===== config.mk =====
export PLATFORM = sky130hd
export DESIGN_NAME = dma_xfer_engine
export DESIGN_NICKNAME = d
export VERILOG_FILES = /design/src/rtl/dma_xfer_pkg.sv /design/src/rtl/dma_cfg_decode.sv /design/src/rtl/dma_addr_step.sv /design/src/rtl/dma_unit_counter.sv /design/src/rtl/dma_xfer_engine.sv
export SDC_FILE = /design/constraint.sdc
export NUM_CORES = 1
export LEC_CHECK = 0
export BUFFER_PORTS_ARGS = -buffer_cell sky130_fd_sc_hd__buf_2
export CORE_MARGIN = 2
export CORE_UTILIZATION = 52
export CTS_CLUSTER_DIAMETER = 120
export DETAILED_ROUTE_END_ITERATION = 6
export PLACE_DENSITY = 0.81
export SETUP_SLACK_MARGIN = 0.02
export SYNTH_ARGS = -nofsm -noshare
export SYNTH_HDL_FRONTEND = slang
export SYNTH_SLANG_ARGS = --single-unit
export TNS_END_PERCENT = 10

===== constraint.sdc =====
create_clock -name clk_i -period 6 [get_ports clk_i]
set_clock_uncertainty 0.05 [all_clocks]
set_input_delay 1.2 -clock clk_i [delete_from_list [all_inputs] [get_ports clk_i]]
set_output_delay 1.2 -clock clk_i [all_outputs]
set_load 0.05 [all_outputs]

===== src/rtl/dma_xfer_pkg.sv =====
package dma_xfer_pkg;
  localparam int CTL_EN     = 0;
  localparam int CTL_TE     = 1;
  localparam int CTL_IE     = 2;
  localparam int CTL_SZ_LO  = 4;
  localparam int CTL_RES_LO = 8;
  localparam int CTL_SM_LO  = 12;
  localparam int CTL_DM_LO  = 14;

  typedef enum logic [1:0] {
    AM_FIXED = 2'd0,
    AM_INC   = 2'd1,
    AM_DEC   = 2'd2,
    AM_BAD   = 2'd3
  } amode_e;

  typedef enum logic [1:0] {
    S_IDLE,
    S_RD,
    S_WR,
    S_WB
  } state_e;

  function automatic logic [5:0] unit_bytes(input logic [2:0] code);
    case (code)
      3'd0:    return 6'd8;
      3'd2:    return 6'd2;
      3'd3:    return 6'd4;
      3'd4:    return 6'd32;
      default: return 6'd1;
    endcase
  endfunction
endpackage


===== src/rtl/dma_cfg_decode.sv =====
module dma_cfg_decode
  import dma_xfer_pkg::*;
#(
  parameter int CTLW = 32,
  parameter int GLBW = 3
) (
  input  logic [CTLW-1:0] ctl_i,
  input  logic [GLBW-1:0] glb_i,
  output logic [5:0]      bytes_o,
  output amode_e          src_mode_o,
  output amode_e          dst_mode_o,
  output logic            src_dev_o,
  output logic            dst_dev_o,
  output logic            runnable_o,
  output logic            illegal_o
);
  localparam logic [GLBW-1:0] GLB_RUN = GLBW'(1);

  logic unused_ctl;
  assign unused_ctl = ^{ctl_i[CTLW-1:16], ctl_i[CTL_RES_LO+3:CTL_RES_LO+2], ctl_i[7], ctl_i[3]};

  assign bytes_o    = unit_bytes(ctl_i[CTL_SZ_LO+:3]);
  assign src_mode_o = amode_e'(ctl_i[CTL_SM_LO+:2]);
  assign dst_mode_o = amode_e'(ctl_i[CTL_DM_LO+:2]);
  // resource bit 1 marks the read side as device, bit 0 the write side
  assign src_dev_o  = ctl_i[CTL_RES_LO+1];
  assign dst_dev_o  = ctl_i[CTL_RES_LO];
  assign runnable_o = ctl_i[CTL_EN] && !ctl_i[CTL_TE] && (glb_i == GLB_RUN);
  assign illegal_o  = (src_mode_o == AM_BAD) || (dst_mode_o == AM_BAD);
endmodule


===== src/rtl/dma_addr_step.sv =====
module dma_addr_step
  import dma_xfer_pkg::*;
#(
  parameter int AW = 32
) (
  input  logic [AW-1:0] addr_i,
  input  amode_e        mode_i,
  input  logic [5:0]    bytes_i,
  output logic [AW-1:0] addr_o
);
  logic [AW-1:0] step;
  assign step = {{(AW-6){1'b0}}, bytes_i};

  always_comb begin
    case (mode_i)
      AM_INC:  addr_o = addr_i + step;
      AM_DEC:  addr_o = addr_i - step;
      default: addr_o = addr_i;
    endcase
  end
endmodule


===== src/rtl/dma_unit_counter.sv =====
module dma_unit_counter #(
  parameter int CW = 24
) (
  input  logic          clk_i,
  input  logic          rst_ni,
  input  logic          load_i,
  input  logic [CW-1:0] load_val_i,
  input  logic          dec_i,
  output logic [CW:0]   remain_o,
  output logic          last_o
);
  localparam logic [CW:0] FULL_LEN = {1'b1, {CW{1'b0}}};
  localparam logic [CW:0] ONE      = (CW+1)'(1);

  logic [CW:0] cnt_q;

  always_ff @(posedge clk_i or negedge rst_ni) begin
    if (!rst_ni) begin
      cnt_q <= '0;
    end else if (load_i) begin
      cnt_q <= (load_val_i == '0) ? FULL_LEN : {1'b0, load_val_i};
    end else if (dec_i && cnt_q != '0) begin
      cnt_q <= cnt_q - ONE;
    end
  end

  assign remain_o = cnt_q;
  assign last_o   = (cnt_q == ONE);
endmodule


===== src/rtl/dma_xfer_engine.sv =====
module dma_xfer_engine
  import dma_xfer_pkg::*;
#(
  parameter int AW   = 32,
  parameter int DW   = 32,
  parameter int RW   = 32,
  parameter int CW   = 24,
  parameter int CTLW = 32,
  parameter int GLBW = 3
) (
  input  logic            clk_i,
  input  logic            rst_ni,
  input  logic            req_i,
  input  logic            req_full_i,
  input  logic [GLBW-1:0] glb_ctl_i,
  input  logic [AW-1:0]   src_addr_i,
  input  logic [AW-1:0]   dst_addr_i,
  input  logic [RW-1:0]   count_i,
  input  logic [CTLW-1:0] ctrl_i,
  output logic            busy_o,
  output logic            err_o,
  output logic            irq_o,
  output logic            bus_rd_o,
  output logic            bus_wr_o,
  output logic [AW-1:0]   bus_addr_o,
  output logic [5:0]      bus_bytes_o,
  output logic            bus_dev_o,
  output logic [DW-1:0]   bus_wdata_o,
  input  logic [DW-1:0]   bus_rdata_i,
  input  logic            bus_rdy_i,
  output logic            wb_valid_o,
  output logic [AW-1:0]   wb_src_o,
  output logic [AW-1:0]   wb_dst_o,
  output logic [RW-1:0]   wb_count_o,
  output logic [CTLW-1:0] wb_ctrl_o
);
  localparam int NSIDE = 2; // 0: source, 1: destination

  state_e          state_q, state_d;
  logic [AW-1:0]   src_q, dst_q;
  logic [CTLW-1:0] ctl_q;
  logic [DW-1:0]   data_q;
  logic            full_q, err_q;

  logic unused_cnt;
  assign unused_cnt = ^count_i[RW-1:CW];

  // decode the live word while idle, the captured word while running
  logic [CTLW-1:0] cfg_ctl;
  logic [5:0]      bytes;
  amode_e          src_mode, dst_mode;
  logic            src_dev, dst_dev, runnable, illegal;

  assign cfg_ctl = (state_q == S_IDLE) ? ctrl_i : ctl_q;

  dma_cfg_decode #(.CTLW(CTLW), .GLBW(GLBW)) u_dec (
    .ctl_i      (cfg_ctl),
    .glb_i      (glb_ctl_i),
    .bytes_o    (bytes),
    .src_mode_o (src_mode),
    .dst_mode_o (dst_mode),
    .src_dev_o  (src_dev),
    .dst_dev_o  (dst_dev),
    .runnable_o (runnable),
    .illegal_o  (illegal)
  );

  logic [AW-1:0] side_cur [NSIDE];
  logic [AW-1:0] side_nxt [NSIDE];
  amode_e        side_mode[NSIDE];

  assign side_cur[0]  = src_q;
  assign side_cur[1]  = dst_q;
  assign side_mode[0] = src_mode;
  assign side_mode[1] = dst_mode;

  for (genvar g = 0; g < NSIDE; g++) begin : g_step
    dma_addr_step #(.AW(AW)) u_step (
      .addr_i  (side_cur[g]),
      .mode_i  (side_mode[g]),
      .bytes_i (bytes),
      .addr_o  (side_nxt[g])
    );
  end

  logic idle, accept, abort, rd_fire, wr_fire;
  assign idle    = (state_q == S_IDLE);
  assign accept  = idle && req_i && runnable && !illegal;
  assign abort   = idle && req_i && runnable && illegal;
  assign rd_fire = (state_q == S_RD) && bus_rdy_i;
  assign wr_fire = (state_q == S_WR) && bus_rdy_i;

  logic [CW:0] remain;
  logic        cnt_last;

  dma_unit_counter #(.CW(CW)) u_cnt (
    .clk_i      (clk_i),
    .rst_ni     (rst_ni),
    .load_i     (accept),
    .load_val_i (count_i[CW-1:0]),
    .dec_i      (wr_fire),
    .remain_o   (remain),
    .last_o     (cnt_last)
  );

  always_comb begin
    state_d = state_q;
    case (state_q)
      S_IDLE: if (accept) state_d = S_RD;
      S_RD:   if (bus_rdy_i) state_d = S_WR;
      S_WR:   if (bus_rdy_i) state_d = (cnt_last || !full_q) ? S_WB : S_RD;
      S_WB:   state_d = S_IDLE;
      default: state_d = S_IDLE;
    endcase
  end

  always_ff @(posedge clk_i or negedge rst_ni) begin
    if (!rst_ni) begin
      state_q <= S_IDLE;
      src_q   <= '0;
      dst_q   <= '0;
      ctl_q   <= '0;
      data_q  <= '0;
      full_q  <= 1'b0;
      err_q   <= 1'b0;
    end else begin
      state_q <= state_d;
      err_q   <= abort;
      if (accept) begin
        src_q  <= src_addr_i;
        dst_q  <= dst_addr_i;
        ctl_q  <= ctrl_i;
        full_q <= req_full_i;
      end
      if (rd_fire) data_q <= bus_rdata_i;
      if (wr_fire) begin
        src_q <= side_nxt[0];
        dst_q <= side_nxt[1];
      end
    end
  end

  logic done;
  assign done = (remain == '0);

  assign busy_o      = !idle;
  assign err_o       = err_q;
  assign bus_rd_o    = (state_q == S_RD);
  assign bus_wr_o    = (state_q == S_WR);
  assign bus_addr_o  = bus_wr_o ? dst_q : src_q;
  assign bus_dev_o   = bus_wr_o ? dst_dev : src_dev;
  assign bus_bytes_o = bytes;
  assign bus_wdata_o = data_q;

  assign wb_valid_o = (state_q == S_WB);
  assign wb_src_o   = src_q;
  assign wb_dst_o   = dst_q;
  assign wb_count_o = {{(RW-CW){1'b0}}, remain[CW-1:0]};
  assign wb_ctrl_o  = ctl_q | (CTLW'(done) << CTL_TE);
  assign irq_o      = wb_valid_o && done && ctl_q[CTL_IE];
endmodule


==> results.cfg <==
[global_routing]
grt_max_degree = 72
use_met3_pct = 4.578
grt_pass1_wl_mm = 52.02
grt_overflow = 0
grt_use_met1_pct = 37.96
grt_pass1_vias = 10050
grt_busiest_layer = met2
grt_usage_pct = 29.00
use_met2_pct = 48.32
grt_antenna_before_repair = 3

[placement]
placed_area_um2 = 12780
portBuffers = 355
hpwl_mm = 25.91
dp_slack_ps = 608.5
globalplace.congestion = 0.9346

[hold_path]
hold_start = ctl_q[0]
min_path_type = flip-flop to flip-flop
min_to = ctl_q[0]
min_path_cells = 1

[synthesis]
ys_seq_area_share_pct = 35.03
synthesis.area_um2 = 11220
ys_async_sr_fraction_pct = 100.0
syn_area_per_cell_um2 = 8.622
synth_edf_count = 0
synth_area_leaders = dfrtp_1, ha_1, nand2_1
synth_common_cells = nand2_1, dfrtp_1, nor2_1, o21ai_0, a21oi_1
synth_seq_cells = 157
synth.area.mux_share_pct = 7.596
yosys.cell_count.top_type = nand2_1
synthAdderAreaFrac_pct = 8.054
synth_warnings = 0
synth_xor_area_share_pct = 4.685
synth_cells = 1301
synth_top_flop_cell = dfrtp_1
synth_compound_area_share_pct = 19.49
yosys.area_share.simple_pct = 17.66
ys_types = 69
yosysTopAreaCellShare_pct = 35.03
synth_top_family_by_area = compound AO/OA/AOI/OAI gates
synth_area_leader_cell = dfrtp_1

[cts]
cts_tree = done
clkSlewWorstSetupHoldPaths_ps = 70
clock_latency_ps = 440
hold_buffers = 0
cts_setup_buffers = 0
cts_root_buf = clkbuf_16
cts_max_level = 4
cts.sinks = 157
clockBufferDepth = 2
cts_resized = 0
numCtsBuffers = 17

[timing]
setup_tns_ps = 0
rsz0062_at_grt = false
slew_violations = 0
hold_violations = 0
setup_slack_ps = 826.6
max-slew-margin-rel_pct = 38.38
setup_viol = 0
whs_ps = 414.2
worst_pin_slew_ps = 919.3
fin_crit_ps = 5173
clock.fmax_mhz = 193.3
min_period_over_period_pct = 86.22

[setup_path]
path_cells = nor2_1 -> inv_1 -> or3_1 -> a21oi_1 -> inv_1 -> ha_1 -> or2_2 -> ha_1 -> and3_1 -> a221oi_1 -> a211oi_1 -> nor3_1 -> o21ai_0 -> or4_1 -> a32o_1
crit_type = flip-flop to flip-flop
reg2reg_depth = 15
cpPeakStageDelay_ps = 500
crit_fanout = 9
r2r-start = state_q[0]
startpoint_type = flip-flop
required_ps = 6270
r2r_slack_ps = 830
rr_endpoint = wb_src_o[18]
slowest_stage = a221oi_1
crit_arrival_ps = 5440
endpoint_kind = flip-flop

[detailed_routing]
drt_iter0_drc = 646
vias = 10800
drc = 0
ant_nets = 0
routed_wl_mm = 34.57
wire_per_inst_um = 18.59
vias_per_cell = 5.807
firstDrtPassIters = 5

[final_layout]
area_growth_pct = 19.26
design_area_um2 = 13380
fillers = 1833
seq_area_um2 = 3929
multi_input_area_um2 = 6500
nets = 1809
drive_gt1_share_pct = 31.02

[die]
ioPinCount = 373
core_area_um2 = 21090
die_w_um = 150.9
dieArea_um2 = 22760
die_h_um = 150.9
start_util_pct = 53.19
rows = 53

[outcome]
status = complete, no violations

[job]
maxCapViolCount = 0
==> metrics by stage <==
stage	instances	utilization [%]
5_1_grt	1860	63.44
4_1_cts	1858	63.42
6_report	1860	63.44
3_3_place_gp	1826	60.63
2_1_floorplan	1309	-
3_5_place_dp	1826	60.63
==> critical path: cells and delay by family, from the launching register on <==
family          cells  cell delay (ps)
simple gates        6             2320
compound gates      5             1420
fa+ha+maj           2              600
flops               1              460
buf+inv             2              200
==> how the worst max path moves through the flow <==
stage | startpoint | to | slack (ps)
after global placement | ctrl_i[4] | wb_src_o[18] | 670
after floorplan | state_q[0] | wb_src_o[18] | 380
final | state_q[0] | wb_src_o[18] | 830
after CTS | state_q[0] | wb_src_o[18] | 890
after detailed placement | ctrl_i[4] | wb_src_o[18] | 610
after global routing | state_q[0] | wb_src_o[28] | 430
==> cells in the final DEF (no fill, tap or decap), types with 5 or more instances in the layout <==
cell	count
buf_2	354
nand2_1	213
dfrtp_1	157
o21ai_0	88
nor2_1	86
a21oi_1	86
ha_1	69
mux2_2	65
xor2_1	32
a22oi_1	30
nand3_1	28
xnor2_1	28
a21o_1	28
inv_1	27
clkbuf_16	17
buf_4	17
nor3_1	16
mux2i_1	12
a221o_1	12
or3_1	11
nand2b_1	11
nand4_1	10
o31ai_1	10
and3_1	9
nor2b_1	9
nor4_1	9
conb_1	9
a31oi_1	8
a211oi_1	8
o211ai_1	8
o21bai_1	8
or2_2	7
o21a_1	6
a32oi_1	5
o21ai_1	5
inv_8	5
==> layout make-up <==
cell class | count | area share [%]
tap | 275 | 2.572
multi-input combinational | 995 | 48.59
inverter | 27 | 0.7576
clock inverter | 15 | 1.216
timing repair buffer | 372 | 14.28
clock buffer | 17 | 3.180
antenna | 2 | 0.03741
sequential | 157 | 29.37
==> sequential cells by signal (all words and copies together), names as in the netlist <==
signal and cells:
bus_wdata_o 32, ctl_q 32, err_o 1, full_q 1, state_q 2, u_cnt.remain_o 25
wb_dst_o 32, wb_src_o 32
==> layer usage <==
layer | share of wire (%) | routed length, um | vias up
met3 | 6.9 | 2392 | 78
met2 | 48 | 16480 | 445
met4 | 3.3 | 1139 | 2
met5 | 0.038 | 13 | -
li1 | - | - | 5131
met1 | 42 | 14540 | 5145
==> cell families after synthesis <==
group,after synthesis
buffers and inverters,157
flip-flops,157
adder cells (fa/ha/maj),71
multiplexers,77
other,1
AND/OR/NAND/NOR,437
XOR/XNOR,60
AO/OA/AOI/OAI,341
Power is left out: the tool's default activity adds up to more than one toggle a clock period on the data nets, which glitch-free logic cannot reach.
